## config.mk

```make
export PLATFORM = sky130hd
export DESIGN_NAME = quad_reg_core
export DESIGN_NICKNAME = d
export VERILOG_FILES = /design/src/rtl/qrc_pkg.sv /design/src/rtl/qrc_decode.sv /design/src/rtl/qrc_alu.sv /design/src/rtl/qrc_regfile.sv /design/src/rtl/quad_reg_core.sv
export SDC_FILE = /design/constraint.sdc
export NUM_CORES = 1
export LEC_CHECK = 0
export BUFFER_PORTS_ARGS = -buffer_cell sky130_fd_sc_hd__clkbuf_2
export CAP_MARGIN = 5
export CORE_MARGIN = 4
export CORE_UTILIZATION = 59
export CTS_BUF_LIST = sky130_fd_sc_hd__clkbuf_16
export DETAILED_ROUTE_END_ITERATION = 6
export HOLD_SLACK_MARGIN = 0.03
export PLACE_DENSITY = 0.83
export SLEW_MARGIN = 25
export SYNTH_ARGS = -nofsm -noshare
export SYNTH_HDL_FRONTEND = slang
export SYNTH_HIERARCHICAL = 1
export SYNTH_SLANG_ARGS = --single-unit
```

## constraint.sdc

```tcl
create_clock -name clk -period 7.45 [get_ports clk]
set_input_delay 1.49 -clock clk [delete_from_list [all_inputs] [get_ports clk]]
set_output_delay 1.49 -clock clk [all_outputs]
set_load 0.005 [all_outputs]
```

## src/rtl/qrc_pkg.sv

```systemverilog
package qrc_pkg;
  localparam int unsigned INSTR_W = 16;
  localparam int unsigned CONST_W = 15;
  localparam int unsigned CTRL_W  = 6;
  localparam int unsigned RSEL_W  = 2;

  typedef enum logic [1:0] {
    FMT_CONST  = 2'd0,
    FMT_COMPUTE = 2'd1,
    FMT_BRANCH = 2'd2
  } fmt_e;

  typedef struct packed {
    fmt_e              fmt;
    logic              dst_ind;
    logic              src_ind;
    logic [RSEL_W-1:0] dst;
    logic [RSEL_W-1:0] src1;
    logic [RSEL_W-1:0] src2;
    logic [CTRL_W-1:0] ctrl;
    logic [2:0]        cond;
    logic [10:0]       offset;
  } dec_t;

  localparam logic [CTRL_W-1:0] CTRL_PASS_X = 6'b001100;
endpackage

```

## src/rtl/qrc_decode.sv

```systemverilog
module qrc_decode
  import qrc_pkg::*;
(
  input  logic [INSTR_W-1:0] instr_i,
  output dec_t               dec_o
);
  always_comb begin
    dec_o         = '0;
    dec_o.fmt     = instr_i[15] ? (instr_i[14] ? FMT_BRANCH : FMT_COMPUTE) : FMT_CONST;
    dec_o.dst_ind = instr_i[15] & ~instr_i[14] & instr_i[13];
    dec_o.src_ind = instr_i[15] & ~instr_i[14] & instr_i[10];
    dec_o.dst     = instr_i[12:11];
    // shared address: destination field overrides first source
    dec_o.src1    = (instr_i[13] && instr_i[10]) ? instr_i[12:11] : instr_i[9:8];
    dec_o.src2    = instr_i[1:0];
    dec_o.ctrl    = instr_i[7:2];
    dec_o.cond    = instr_i[13:11];
    dec_o.offset  = instr_i[10:0];
  end
endmodule

```

## src/rtl/qrc_alu.sv

```systemverilog
module qrc_alu #(
  parameter int unsigned W = 16
) (
  input  logic [W-1:0] x_i,
  input  logic [W-1:0] y_i,
  input  logic [5:0]   ctrl_i,
  output logic [W-1:0] out_o
);
  logic [W-1:0] xa, xb, ya, yb, fo;

  always_comb begin
    xa    = ctrl_i[5] ? '0 : x_i;
    xb    = ctrl_i[4] ? ~xa : xa;
    ya    = ctrl_i[3] ? '0 : y_i;
    yb    = ctrl_i[2] ? ~ya : ya;
    fo    = ctrl_i[1] ? (xb + yb) : (xb & yb);
    out_o = ctrl_i[0] ? ~fo : fo;
  end
endmodule

```

## src/rtl/qrc_regfile.sv

```systemverilog
module qrc_regfile #(
  parameter int unsigned W = 16,
  parameter int unsigned N = 4,
  localparam int unsigned AW = $clog2(N)
) (
  input  logic          clk,
  input  logic          rst,
  input  logic          we_i,
  input  logic [AW-1:0] waddr_i,
  input  logic [W-1:0]  wdata_i,
  input  logic [AW-1:0] ra_i,
  input  logic [AW-1:0] rb_i,
  input  logic [AW-1:0] rc_i,
  output logic [W-1:0]  ra_o,
  output logic [W-1:0]  rb_o,
  output logic [W-1:0]  rc_o,
  output logic [W-1:0]  r0_o
);
  logic [N-1:0][W-1:0] regs;

  always_ff @(posedge clk) begin
    if (rst) begin
      regs <= '0;
    end else if (we_i) begin
      regs[waddr_i] <= wdata_i;
    end
  end

  assign ra_o = regs[ra_i];
  assign rb_o = regs[rb_i];
  assign rc_o = regs[rc_i];
  assign r0_o = regs[0];

  // cycles without a register write leave every register unchanged
  p_regs_hold_r6: assert property (@(posedge clk) disable iff (rst)
    !we_i |=> $stable(regs));
endmodule

```

## src/rtl/quad_reg_core.sv

```systemverilog
module quad_reg_core
  import qrc_pkg::*;
#(
  parameter int unsigned DATA_W = 16,
  parameter int unsigned NREGS  = 4
) (
  input  logic               clk,
  input  logic               rst,
  input  logic [INSTR_W-1:0] instr_i,
  output logic [DATA_W-1:0]  dmem_addr_o,
  input  logic [DATA_W-1:0]  dmem_rdata_i,
  output logic [DATA_W-1:0]  dmem_wdata_o,
  output logic               dmem_we_o,
  output logic               flag_neg_o,
  output logic               flag_zero_o,
  output logic [DATA_W-1:0]  r0_o,
  output logic               br_valid_o,
  output logic [2:0]         br_cond_o,
  output logic [10:0]        br_offset_o
);
  localparam int unsigned AW = $clog2(NREGS);

  dec_t              dec;
  logic [DATA_W-1:0] src1_val, src2_val, addr_val, alu_x, alu_out;
  logic [CTRL_W-1:0] alu_ctrl;
  logic [AW-1:0]     addr_sel, wsel;
  logic              is_const, is_comp, rf_we, flags_we;

  qrc_decode u_dec (.instr_i(instr_i), .dec_o(dec));

  assign is_const = (dec.fmt == FMT_CONST);
  assign is_comp  = (dec.fmt == FMT_COMPUTE);
  assign addr_sel = dec.dst_ind ? dec.dst : dec.src1;

  qrc_regfile #(.W(DATA_W), .N(NREGS)) u_rf (
    .clk(clk), .rst(rst),
    .we_i(rf_we), .waddr_i(wsel), .wdata_i(alu_out),
    .ra_i(dec.src1), .rb_i(dec.src2), .rc_i(addr_sel),
    .ra_o(src1_val), .rb_o(src2_val), .rc_o(addr_val),
    .r0_o(r0_o)
  );

  always_comb begin
    if (is_const) begin
      alu_x    = {{(DATA_W-CONST_W){1'b0}}, instr_i[CONST_W-1:0]};
      alu_ctrl = CTRL_PASS_X;
    end else begin
      alu_x    = dec.src_ind ? dmem_rdata_i : src1_val;
      alu_ctrl = dec.ctrl;
    end
  end

  qrc_alu #(.W(DATA_W)) u_alu (
    .x_i(alu_x), .y_i(src2_val), .ctrl_i(alu_ctrl), .out_o(alu_out)
  );

  assign rf_we    = is_const | (is_comp & ~dec.dst_ind);
  assign wsel     = is_const ? '0 : dec.dst;
  assign flags_we = is_const | is_comp;

  always_ff @(posedge clk) begin
    if (rst) begin
      flag_neg_o  <= 1'b0;
      flag_zero_o <= 1'b0;
    end else if (flags_we) begin
      flag_neg_o  <= alu_out[DATA_W-1];
      flag_zero_o <= (alu_out == '0);
    end
  end

  assign dmem_addr_o  = addr_val;
  assign dmem_wdata_o = alu_out;
  assign dmem_we_o    = is_comp & dec.dst_ind;
  assign br_valid_o   = (dec.fmt == FMT_BRANCH);
  assign br_cond_o    = dec.cond;
  assign br_offset_o  = dec.offset;

  // branch-format cycles leave the flags untouched
  p_flags_hold_r9: assert property (@(posedge clk) disable iff (rst)
    (instr_i[15:14] == 2'b11) |=> $stable({flag_neg_o, flag_zero_o}));

  // zero flag follows the previous result of a flag-setting instruction
  p_zero_flag_r8: assert property (@(posedge clk) disable iff (rst)
    (instr_i[15:14] != 2'b11) |=> (flag_zero_o == ($past(dmem_wdata_o) == '0)));

  // a constant load appears on register 0 one cycle later
  p_const_r0_r2: assert property (@(posedge clk) disable iff (rst)
    !instr_i[15] |=> (r0_o == $past({{(DATA_W-CONST_W){1'b0}}, instr_i[CONST_W-1:0]})));

  // a memory store never coincides with a register write
  p_store_excl_r6: assert property (@(posedge clk) disable iff (rst)
    dmem_we_o |-> !rf_we);
endmodule

```

==> flow_summary.json <==
{
  "synth_top_area_share_pct": 20.69,
  "rsz0062_at_grt": "no",
  "hold_path_end": "flag_zero_o",
  "critPathLaunchType": "input port",
  "diodes": 0,
  "sw_frac_of_total_pct": 37.19,
  "final_cell_area_um2": 6805,
  "postCtsHoldBufs": 0,
  "power_frac_comb_pct": 42.7,
  "synthArstFlopShare_pct": 0,
  "ant_nets": 0,
  "grt.overflow.total": 0,
  "synthToLayoutAreaGrowth_pct": 6.564,
  "maxCapViolCount": 0,
  "layout_commonest_cell": "nand2b_1",
  "grt_pass1_vias": 5065,
  "wirelength_um": 17140,
  "syn_inst": 656,
  "yosys_register_bits": 66,
  "die_area_um2": 12550,
  "clock_latency_ps": 340,
  "wl_per_cell_um": 20.70,
  "drt_iter0_markers": 614,
  "fmax_mhz": 142.1,
  "path_buf_inv": 2,
  "clock_path_buffers": 2,
  "setup_tns_ps": 0,
  "viasPerCell": 6.220,
  "synth_area_leaders": "dfxtp_1, mux4_2, mux2i_1, nand2b_1, xnor2_1",
  "rrSetupSlack_ps": 3130,
  "skew_ps": 8.953,
  "synth-warning-count": 6,
  "cts_max_level": 3,
  "grt_pass1_wl_um": 26850,
  "gp_congestion": 1.000,
  "final_core_util_pct": 65.33,
  "finalHoldViolCount": 0,
  "die_y_um": 112.0,
  "reg2reg_to": "flag_zero_o",
  "io_pins": 100,
  "hold_depth": 2,
  "synth_top_flop_cell": "dfxtp_1",
  "cp_max_fo": 17,
  "numClockSinks": 66,
  "hold_path.class": "flip-flop to flip-flop",
  "path_common_cell": "clkbuf_2",
  "cts_root_buffer": "clkbuf_16",
  "num_vias": 5150,
  "critPathTopFamily": "compound AO/OA/AOI/OAI gates",
  "power_density_nw_per_um2": 201.5,
  "initial_utilization_pct": 61.31,
  "cpMaxStageDelayCell": "mux4_2",
  "leakage_nw": 2.835,
  "timing.hold.ws_ps": 477.5,
  "hold_start": "flag_zero_o",
  "row_count": 37,
  "cts_buffers": 9,
  "synth_area_um2": 6386,
  "finalCritPeriodShare_pct": 94.43,
  "vdd_drop_max_mv": 0.09088,
  "slew_viol_final": 0,
  "avgSynthCellArea_um2": 9.735,
  "clockPowerShare_pct": 27.3,
  "setup_viol": 0,
  "drive_above_1_share_pct": 28.03,
  "place_area_um2": 6541,
  "critPathCaptureType": "primary output",
  "path_cells": "clkbuf_2 > nand2_2 > mux2_4 > mux4_2 > mux2i_1 > o21ai_0 > nand2b_1 > xnor2_1 > ha_1 > fa_1 > a21o_2 > a221oi_2 > a2bb2oi_1 > nor3_1 > nor4_1 > o311ai_0 > clkbuf_2",
  "synth_edf_count": 0,
  "max_slew_margin_pct": 36.94,
  "pwr-share-seq_pct": 30.1,
  "first_pass_iters": 5,
  "grt_use_total_pct": 27.03,
  "yosys.area.top_type": "dfxtp_1",
  "intPower_mw": 0.8611,
  "worstPathArrival_ps": 5540,
  "dieWidth_um": 112.0,
  "ys_types": 63,
  "fin_nets": 738,
  "tightest_slew_ps": 945.9,
  "final_cell_mix": "nand2b_1, clkbuf_2, mux2i_1",
  "core_um2": 10420,
  "cts_tree": "done",
  "r2r_start": "u_rf/regs[48]",
  "syn_nets": 707,
  "cts_setup_buffers": 0,
  "grt_max_degree": 84,
  "critPathMaxStageDelay_ps": 530,
  "critical_path_class": "input port to primary output",
  "grt_antenna_before_repair": 0,
  "required_ps": 5960,
  "route.detailed.drc": 0,
  "port_buffers": 99,
  "path_clk_slew_ps": 60,
  "power.switching_mw": 0.5100,
  "reg2reg_depth": 15,
  "run_status": "complete, no violations",
  "period_needed_ps": 7035,
  "cts_resized": 0,
  "detailed_place_hpwl_um": 12540,
  "seq_area_frac_synth_pct": 20.69
}
==> tightest hold or removal path, delay by kind of cell, from the launching register on <==
kind / cells / cell delay, ps
and+or+nand+nor: 1 / 50
DFF: 1 / 310
AOI/OAI and AO/OA: 1 / 70
==> per-layer routing <==
metal | global-route usage [%] | vias up | wire (um)
met3 | 3.935 | 42 | 1032
met4 | 9.936 | 0 | 441
li1 | - | 2373 | -
met5 | 0 | - | 0
met1 | 35.79 | 2506 | 7282
met2 | 45.24 | 229 | 8388
==> cells by family (layout without fill, tap and decap cells) <==
logic type	after synthesis	after routing	share of synthesized area, %
mux	144	144	32.17
flops	66	66	20.69
buf+inv	94	130	9.757
compound gates	67	67	6.583
fa+ha+maj	17	17	3.448
simple gates	214	214	19.95
xor+xnor	54	54	7.406
==> worst max-delay path by stage <==
stage / from / to / slack [ps] / cells past startpoint
floorplan: instr_i[14] / dmem_wdata_o[14] / 960 / 16
global placement: instr_i[13] / dmem_wdata_o[14] / 630 / 17
detailed placement: instr_i[13] / dmem_wdata_o[14] / 510 / 17
CTS: instr_i[13] / dmem_wdata_o[14] / 500 / 17
global route: instr_i[13] / dmem_wdata_o[14] / 210 / 17
finish: instr_i[13] / dmem_wdata_o[14] / 420 / 17
==> state kept, by name, indices dropped and copies added (netlist names) <==
| signal | count |
|---|---|
| u_rf/regs | 48 |
| u_rf/r0_o | 16 |
| flag_neg_o | 1 |
| flag_zero_o | 1 |
==> layout make-up <==
class                   instances  area [um2]
clock inverters                 7       38.79
clock buffers                   9       225.2
multi-input cells             496        4449
flip-flops and latches         66        1321
inverters                       4       15.01
well taps                     136       170.2
repair buffers                110       585.6
fillers                       800        3611
==> power groups by stage <==
| stage | Clock, mW | Combinational, mW | Sequential, mW |
|---|---|---|---|
| after detailed placement | 0 | 0.572 | 0.417 |
| final | 0.374 | 0.585 | 0.412 |
| after global placement | 0 | 0.560 | 0.413 |
| after global routing | 0.392 | 0.629 | 0.415 |
| after CTS | 0.378 | 0.577 | 0.411 |
| after floorplan | 0 | 0.444 | 0.407 |
==> Yosys cell counts, types with 5 or more instances <==
library cell / number
nand2b_1: 113
mux2i_1: 92
dfxtp_1: 66
buf_4: 51
xnor2_1: 51
mux4_2: 48
nand2_1: 28
o21ai_0: 20
a21oi_1: 17
clkbuf_1: 17
ha_1: 16
buf_2: 14
nor2_1: 14
nor2b_1: 10
nand3_1: 7
a31oi_1: 5
==> per-stage QoR <==
step	cells	setup slack, ps	total power [mW]
2_1_floorplan	656	957.0	0.8504
5_1_grt	828	212.4	1.436
3_5_place_dp	812	515.0	0.9893
6_report	828	415.1	1.371
3_3_place_gp	811	630.4	0.9730
4_1_cts	828	501.5	1.365
Note: power is estimated with default switching activity, not from simulation.
